--- config.mk ---
export PLATFORM = sky130hd
export DESIGN_NAME = gret_responder
export DESIGN_NICKNAME = d
export VERILOG_FILES = /design/src/rtl/gret_pkg.sv /design/src/rtl/gret_ctrl.sv /design/src/rtl/gret_wcap.sv /design/src/rtl/gret_drive.sv /design/src/rtl/gret_responder.sv
export SDC_FILE = /design/constraint.sdc
export NUM_CORES = 1
export LEC_CHECK = 0
export BUFFER_PORTS_ARGS = -buffer_cell sky130_fd_sc_hd__buf_2
export CAP_MARGIN = 20
export CORE_UTILIZATION = 50
export CTS_CLUSTER_SIZE = 24
export DETAILED_ROUTE_END_ITERATION = 8
export PLACE_DENSITY = 0.9
export SLEW_MARGIN = 10
export SYNTH_ARGS = -nofsm -noshare
export SYNTH_HDL_FRONTEND = slang
export SYNTH_SLANG_ARGS = --single-unit
--- constraint.sdc ---
create_clock -name clk -period 2.4 [get_ports clk]
set_input_delay 0.48 -clock clk [delete_from_list [all_inputs] [get_ports clk]]
set_output_delay 0.48 -clock clk [all_outputs]
set_load 0.02 [all_outputs]
--- src/rtl/gret_pkg.sv ---
`timescale 1ns/1ps
package gret_pkg;
  typedef enum logic [1:0] {
    ST_IDLE  = 2'd0,
    ST_WAIT  = 2'd1,
    ST_ACK   = 2'd2,
    ST_CLEAN = 2'd3
  } gr_state_e;
endpackage

--- src/rtl/gret_ctrl.sv ---
`timescale 1ns/1ps
module gret_ctrl
  import gret_pkg::*;
#(
  parameter int ADDR_W    = 8,
  parameter int DEV_ADDR  = 0,
  parameter int ACK_DLY   = 2,
  parameter int CLEAN_CYC = 3
) (
  input  logic              clk,
  input  logic              rst_n,
  input  logic              agate_i,
  input  logic              strobe_i,
  input  logic [ADDR_W-1:0] addr_i,
  input  logic              rd_cmd_i,
  input  logic              pend_i,
  output gr_state_e         state_o,
  output logic              rd_o,
  output logic              load_o,
  output logic              done_o,
  output logic              cleanup_o
);
  localparam int MAXC = (ACK_DLY > CLEAN_CYC) ? ACK_DLY : CLEAN_CYC;
  localparam int CNT_W = $clog2(MAXC + 1) + 1;
  localparam logic [ADDR_W-1:0] MY_ADDR = ADDR_W'(DEV_ADDR);
  localparam logic [CNT_W-1:0] ACK_LAST = CNT_W'(ACK_DLY - 1);
  localparam logic [CNT_W-1:0] CLEAN_END = CNT_W'(CLEAN_CYC);

  gr_state_e        state_q, state_d;
  logic [CNT_W-1:0] cnt_q, cnt_d;
  logic             rd_q, rd_d;
  logic             done_q;
  logic             both_low;

  assign both_low = !agate_i && !strobe_i;

  always_comb begin
    state_d = state_q;
    cnt_d   = cnt_q;
    rd_d    = rd_q;
    load_o  = 1'b0;
    unique case (state_q)
      ST_IDLE: begin
        if (agate_i && (addr_i == MY_ADDR)) begin
          state_d = ST_WAIT;
          cnt_d   = '0;
          rd_d    = rd_cmd_i;
        end
      end
      ST_WAIT: begin
        if (both_low) begin
          state_d = ST_IDLE;
        end else if (cnt_q == ACK_LAST) begin
          state_d = ST_ACK;
          load_o  = 1'b1;
        end else begin
          cnt_d = cnt_q + 1'b1;
        end
      end
      ST_ACK: begin
        if (both_low) begin
          state_d = ST_CLEAN;
          cnt_d   = '0;
        end
      end
      ST_CLEAN: begin
        if ((cnt_q >= CLEAN_END) && !pend_i) begin
          state_d = ST_IDLE;
        end else if (cnt_q < CLEAN_END) begin
          cnt_d = cnt_q + 1'b1;
        end
      end
      default: state_d = ST_IDLE;
    endcase
  end

  always_ff @(posedge clk) begin
    if (!rst_n) begin
      state_q <= ST_IDLE;
      cnt_q   <= '0;
      rd_q    <= 1'b0;
      done_q  <= 1'b0;
    end else begin
      state_q <= state_d;
      cnt_q   <= cnt_d;
      rd_q    <= rd_d;
      done_q  <= (state_q == ST_ACK) && both_low;
    end
  end

  assign state_o   = state_q;
  assign rd_o      = rd_q;
  assign done_o    = done_q;
  assign cleanup_o = (state_q == ST_CLEAN) && (cnt_q < CLEAN_END);
endmodule

--- src/rtl/gret_wcap.sv ---
`timescale 1ns/1ps
module gret_wcap #(
  parameter int DATA_W = 16
) (
  input  logic              clk,
  input  logic              rst_n,
  input  logic              arm_i,
  input  logic              strobe_i,
  input  logic [DATA_W-1:0] wdata_i,
  input  logic              wr_ready_i,
  output logic              wr_valid_o,
  output logic [DATA_W-1:0] wr_data_o
);
  logic              strobe_q;
  logic              valid_q;
  logic [DATA_W-1:0] data_q;
  logic              rise;

  assign rise = strobe_i && !strobe_q;

  always_ff @(posedge clk) begin
    if (!rst_n) begin
      strobe_q <= 1'b0;
      valid_q  <= 1'b0;
      data_q   <= '0;
    end else begin
      strobe_q <= strobe_i;
      if (valid_q && wr_ready_i) begin
        valid_q <= 1'b0;
      end else if (!valid_q && arm_i && rise) begin
        valid_q <= 1'b1;
        data_q  <= wdata_i;
      end
    end
  end

  assign wr_valid_o = valid_q;
  assign wr_data_o  = data_q;
endmodule

--- src/rtl/gret_drive.sv ---
`timescale 1ns/1ps
module gret_drive #(
  parameter int DATA_W = 16,
  parameter int CC_W   = 3
) (
  input  logic              clk,
  input  logic              rst_n,
  input  logic              load_i,
  input  logic              bus_on_i,
  input  logic              rd_i,
  input  logic [DATA_W-1:0] rdata_src_i,
  input  logic [CC_W-1:0]   cc_src_i,
  output logic [DATA_W-1:0] dbus_o,
  output logic              dbus_en_o,
  output logic [CC_W-1:0]   cc_o,
  output logic              cc_en_o
);
  logic [DATA_W-1:0] rd_hold_q;
  logic [CC_W-1:0]   cc_hold_q;

  always_ff @(posedge clk) begin
    if (!rst_n) begin
      rd_hold_q <= '0;
      cc_hold_q <= '0;
    end else if (load_i) begin
      rd_hold_q <= rdata_src_i;
      cc_hold_q <= cc_src_i;
    end
  end

  assign cc_en_o   = bus_on_i;
  assign dbus_en_o = bus_on_i && rd_i;
  assign cc_o      = bus_on_i ? cc_hold_q : '0;
  assign dbus_o    = (bus_on_i && rd_i) ? rd_hold_q : '0;
endmodule

--- src/rtl/gret_responder.sv ---
`timescale 1ns/1ps
module gret_responder
  import gret_pkg::*;
#(
  parameter int ADDR_W    = 8,
  parameter int DATA_W    = 16,
  parameter int CC_W      = 3,
  parameter int DEV_ADDR  = 5,
  parameter int ACK_DLY   = 2,
  parameter int CLEAN_CYC = 3,
  parameter int READY_MAX = 8,
  parameter int CLK_NS    = 5,
  parameter int T5_NS     = 3000
) (
  input  logic              clk,
  input  logic              rst_n,
  input  logic              agate_i,
  input  logic [ADDR_W-1:0] addr_i,
  input  logic              rd_cmd_i,
  input  logic              strobe_i,
  input  logic [DATA_W-1:0] wdata_i,
  input  logic [DATA_W-1:0] rdata_src_i,
  input  logic [CC_W-1:0]   cc_src_i,
  input  logic              wr_ready_i,
  output logic              gret_o,
  output logic [DATA_W-1:0] dbus_o,
  output logic              dbus_en_o,
  output logic [CC_W-1:0]   cc_o,
  output logic              cc_en_o,
  output logic              wr_valid_o,
  output logic [DATA_W-1:0] wr_data_o,
  output logic              done_o,
  output logic              cleanup_o
);
  localparam int WINDOW_CYC = CLEAN_CYC + 2 + READY_MAX;

  if (WINDOW_CYC * CLK_NS > T5_NS) begin : g_window_too_long
    $error("release window of %0d cycles exceeds the T5 limit", WINDOW_CYC);
  end
  if (ACK_DLY < 1) begin : g_ack_dly_bad
    $error("ACK_DLY must be at least 1");
  end

  gr_state_e state;
  logic      rd_cmd;
  logic      load;

  gret_ctrl #(
    .ADDR_W   (ADDR_W),
    .DEV_ADDR (DEV_ADDR),
    .ACK_DLY  (ACK_DLY),
    .CLEAN_CYC(CLEAN_CYC)
  ) u_ctrl (
    .clk      (clk),
    .rst_n    (rst_n),
    .agate_i  (agate_i),
    .strobe_i (strobe_i),
    .addr_i   (addr_i),
    .rd_cmd_i (rd_cmd_i),
    .pend_i   (wr_valid_o),
    .state_o  (state),
    .rd_o     (rd_cmd),
    .load_o   (load),
    .done_o   (done_o),
    .cleanup_o(cleanup_o)
  );

  gret_wcap #(.DATA_W(DATA_W)) u_wcap (
    .clk       (clk),
    .rst_n     (rst_n),
    .arm_i     ((state == ST_ACK) && !rd_cmd),
    .strobe_i  (strobe_i),
    .wdata_i   (wdata_i),
    .wr_ready_i(wr_ready_i),
    .wr_valid_o(wr_valid_o),
    .wr_data_o (wr_data_o)
  );

  gret_drive #(.DATA_W(DATA_W), .CC_W(CC_W)) u_drive (
    .clk        (clk),
    .rst_n      (rst_n),
    .load_i     (load),
    .bus_on_i   (state == ST_ACK),
    .rd_i       (rd_cmd),
    .rdata_src_i(rdata_src_i),
    .cc_src_i   (cc_src_i),
    .dbus_o     (dbus_o),
    .dbus_en_o  (dbus_en_o),
    .cc_o       (cc_o),
    .cc_en_o    (cc_en_o)
  );

  assign gret_o = (state == ST_ACK) || (state == ST_CLEAN);
endmodule

* After elaboration in Yosys (flattened, before gate mapping)
Index checks and enable logic that the tools add are counted.
W data, S select, Z words.
** Storage, ports and cells
- Output and inout port bits :: 41
- Memories :: 0
- Input bits :: 49
- Bits in read-only memories :: 0
- Flip-flop bits (word level) :: 44
- Word-level logic and storage cells :: 68
- Latch bits :: 0
- Bits in writable memories :: 0
** Operators by class
- Muxes and demuxes :: 18
- Multipliers :: 0
- Reduce and logical (&&, ||, !) cells :: 23
- $lt $le $gt $ge :: 2
- Add/subtract/negate cells :: 1
- Eq/ne operators :: 13
- Bitwise operators :: 2
- Div/mod/pow operators :: 0
- Shift-type cells :: 0
** Operator list (count)
- $mux W3 :: 7
- $mux W16 :: 1
- $pmux W3 S4 :: 1
- $logic_and A1 B1 Y1 :: 11
- $mux W2 :: 5
- $eq A8 B3 Y1 const B :: 1
- $ne A2 B2 Y1 const B :: 4
- $pmux W2 S4 :: 1
- $ne A2 B1 Y1 const B :: 3
- $reduce_and A6 Y1 :: 1
- $logic_not A1 Y1 :: 5
- $eq A2 B2 Y1 const B :: 2
- $reduce_and A2 Y1 :: 2
- $reduce_and A4 Y1 :: 1
- $add A3 B1 Y3 const B :: 1
- $eq A3 B1 Y1 const B :: 1
- $ge A3 B2 Y1 const B :: 1
- $lt A3 B2 Y1 const B :: 1
- $mux W1 :: 3
- $ne A3 B1 Y1 const B :: 1
- $eq A2 B1 Y1 const B :: 1
- $logic_not A2 Y1 :: 1
- $not A1 Y1 :: 2
- $reduce_or A2 Y1 :: 1
- $logic_or A1 B1 Y1 :: 1

* Logic depth before layout (Yosys ltp)
- Word-level depth :: 5
- Depth in mapped cells :: 7
- Gate-level depth less buffers :: 6

* Modules after synthesis
From an unflattened synthesis, not the netlist that was laid out.
** Unflattened totals
- Cells, all modules :: 214
- Area, all modules :: 2078.2 um2
** By module, submodules not included
- gret_drive :: sequential area each 380.4 um2, area each 868.3 um2, instances 1, cells an instance 84
- gret_wcap :: sequential area each 360.3 um2, area each 724.4 um2, instances 1, cells an instance 76
- gret_ctrl :: sequential area each 140.1 um2, area each 462.9 um2, instances 1, cells an instance 51
- gret_responder :: sequential area each 0.0 um2, area each 22.5 um2, instances 1, cells an instance 3

* Worst setup path after synthesis
Ideal clock, no wire load.
- Path kind :: reg-to-output
- Start :: register u_ctrl.state_q[0] (netlist: u_ctrl.state_o[0])
- End :: output dbus_o[1]
- Cell stages (with the launch flop) :: 4
- Arrival :: 1.249 ns
- Required time :: 1.920 ns
- Path slack :: 0.671 ns
- Buffers on the path :: 1
- Path through :: dfxtp_1 nor2b_1 clkbuf_1 and3_1
** Between the ends
- Longest elaborated chain between the ends :: 3
** Ends and longest elaborated chain
- start: declaration :: RTL line gret_ctrl.sv:29 : gr_state_e state_q, state_d;
- start signal: assignment :: RTL line gret_ctrl.sv:84 : state_q <= state_d;
- $eq A2 B2 Y1 :: RTL line gret_responder.sv:83 : .bus_on_i (state == ST_ACK),
- via cc_en_o :: RTL line gret_responder.sv:29 : output logic cc_en_o,
- $logic_and A1 B1 Y1 :: RTL line gret_drive.sv:34 : assign dbus_o = (bus_on_i && rd_i) ? rd_hold_q : '0;
- $mux W16 :: RTL line gret_drive.sv:34
- end: declaration :: RTL line gret_responder.sv:26 : output logic [DATA_W-1:0] dbus_o,
The timed path passes the listed nets, and every way through them passes these cells.

==> run metrics <==
IO Pins 90; first-pass GRT wire length 7030 um; yosys warns 0; HPWL after DPL 3150 um; hold wc startpoint strobe_i; # Max-Cap Violations 0; CP startpoint kind flip-flop; skew final 0.00394 ns; Synth top area share 42.4%; CTS Buf Count 5; fin crit share 86.4%; DRT Pass-1 Iters 8; DRC Markers 2; final hold viol count 0; Clock Sinks 44; CTS tree yes; Crit-path slowest cell dfxtp_1; Cell Pwr Density 490 nW/um^2; ratio of cells with drive above 1 in the final layout 38.4%; Static Leak 0.00130 uW; Avg Cell Area, Syn 9.44 um^2; count of final setup violators 0; initial core utilization 51.9%; number of global-route vias before repair 1,672; initial antenna violation count 0; postcts setup bufs 0; Flop pwr share 57.2%; Slew @ Worst Pin 0.687 ns; ys async rst share 0%; maximum vdd ir drop 0.396 mV; net count after synthesis 272; RR Endpoint u_wcap.wr_data_o[11]$_SDFFE_PN0P_; die area 4420 um^2; CP max FO 23; Sw Pwr 271 uW; Core Region 4000 um^2; Clock transition at path regs 0.08 ns; delay-heaviest family, CP flip-flops; EDFF count, synth 0; Critical Path Max Stage Delay 0.55 ns; Slew Limit Headroom 54.2%; max-slew violation count 0; sequential fraction of the synthesis area 42.4%; Hold Path Depth 2; internal power 1010 uW; Post-synth top flop dfxtp_1; worst hold margin 0.425 ns; post-synthesis register bit count 44; DR WL/cell 12.4 um; clock root buffer clkbuf_8; unrepaired setup endpoints after global routing no; nets@finish 356; Netlist cell types 37; crit path DAT 1.59 ns; WL final 4420 um; # rows 23; DR vias 1,810; Comb power frac 5.4%; CP Data Required Time 1.92 ns; Synth area leader dfxtp_1; Reg2Reg Setup Slack 0.65 ns; Clock Power Share 37.4%; status complete, but fails checks; H-tree depth 2; antenna-violating nets left 0; drt initial violations 106; Syn Inst Count 220; Port-buffer cells 89; failing checks design-rule violations; via/cell ratio 5.10; CTS max path bufs 2; f_max 0.482 GHz; Sw Share 21.2%; Clock Latency Late Sink 0.29 ns; worst hold-check path type primary input to flip-flop; largest net degree at the start of global routing 52; GP Congestion 0.844; ANT cells 0; Synth Cell Area 2080 um^2; Die Wd 66.5 um; hold endpoint u_wcap.strobe_q$_SDFF_PN0_; endpoint class of the critical path primary output; # resized after CTS 0; crit path kind flip-flop to primary output; overall global routing resource usage 20.9%; ordered list of cells on the worst path nor2b_1 -> buf_4 -> and3_1 -> buf_2; largest cells by area after synthesis dfxtp_1 42%, nand2_1 7.8%, mux2i_1 7.7%; CP Buf/Inv Count 2; Reg2Reg Depth 5; setup_tns 0 ns; Die Span Y 66.5 um; Post-CTS Hold Fix Bufs 0; area delta synth->final 25.6%; fin crit period 2.07 ns; Overflow after GRT 0
final cells by class:
cell class / count / area [um^2]
fillers: 325 / 1390
clock buffers: 7 / 86.3
well taps: 50 / 62.6
repair buffers: 92 / 468
multi-input cells: 159 / 1100
inverters: 2 / 7.51
clock inverters: 1 / 7.51
flip-flops and latches: 44 / 881
stage by stage:
stage / setup slack [ns] / power [uW] / utilization, % / instances / instance area, um^2
floorplan: 0.671 / 775 / - / 220 / 2080
global placement: 0.699 / 817 / 62.9 / 347 / 2510
detailed placement: 0.642 / 817 / 62.9 / 347 / 2510
CTS: 0.317 / 1290 / 65.2 / 355 / 2610
global route: 0.202 / 1320 / 65.2 / 355 / 2610
finish: 0.327 / 1280 / 65.2 / 355 / 2610
metal layers:
metal,track usage [%],vias up,wire length [um]
met5,0,-,0
met4,9.04,0,68
met3,4.45,6,203
met2,38.8,55,2190
met1,22.6,828,1960
li1,-,921,-
Yosys cell counts, types with 2 or more instances:
cell type and count:
nand2_1 43, dfxtp_1 44, o21ai_0 2, a21boi_0 10, inv_1 2, a21oi_1 2
mux2i_1 16, buf_6 2, nand2b_1 3, clkbuf_1 10, a21boi_2 10, clkbuf_8 2
and2_1 6, nand3b_1 2, o221ai_1 2, nand4_1 2, and3_1 21, ha_1 3
nor2b_1 18, nand3_1 3
layout by cell type, fill, tap and decap left out, types with 3 or more instances in the layout:
| cell | synthesis | routed |
|---|---|---|
| clkbuf_8 | 2 | 6 |
| buf_2 | 1 | 89 |
| buf_4 | 0 | 3 |
| and2_1 | 6 | 6 |
| mux2i_1 | 16 | 16 |
| nand2b_1 | 3 | 3 |
| nor2b_1 | 18 | 18 |
| nand2_1 | 43 | 43 |
| a21boi_0 | 10 | 10 |
| nand3_1 | 3 | 3 |
| and3_1 | 21 | 21 |
| a21boi_2 | 10 | 10 |
| dfxtp_1 | 44 | 44 |
| ha_1 | 3 | 3 |
kinds of logic (layout without fill, tap and decap cells):
family	Yosys count	count (layout)	synth area share (%)
flip-flops	44	44	42.4
buffers and inverters	17	102	4.82
adder cells (fa/ha/maj)	3	3	1.81
AO/OA/AOI/OAI	32	32	13.4
multiplexers	16	16	7.71
AND/OR/NAND/NOR	108	108	29.8
flip-flops by register name, indices dropped and copies added, names as in the netlist, 3 cells and up, named ones only:
register           cells
u_wcap.wr_data_o      16
u_drive.rd_hold_q     16
u_drive.cc_hold_q      3
u_ctrl.cnt_q           3
worst reg2reg max path, cell delays in order (launching register included):
cell     delay (ns)
dfxtp_1        0.55
nor2b_1        0.18
buf_4          0.23
nand2_2        0.34
mux2i_1        0.28
nor2b_1        0.06
worst max-delay path by stage:
stage	start	endpoint	slack, ns	depth (start not counted)
final	flip-flop	dbus_o[2]	0.33	4
after global routing	flip-flop	dbus_o[11]	0.20	4
after CTS	flip-flop	dbus_o[11]	0.32	4
after detailed placement	flip-flop	dbus_o[11]	0.64	4
after global placement	flip-flop	dbus_o[13]	0.70	4
after floorplan	u_ctrl.state_o[0]$_SDFFE_PN0P_	dbus_o[1]	0.67	3
power groups by stage:
stage	logic (uW)	registers [uW]	clock network (uW)
3_3_place_gp	68.6	748	0
2_1_floorplan	26.8	748	0
4_1_cts	69.0	731	487
3_5_place_dp	68.8	748	0
6_report	68.7	731	478
5_1_grt	74.5	731	519
No activity file was read; power rests on OpenSTA's default activity.
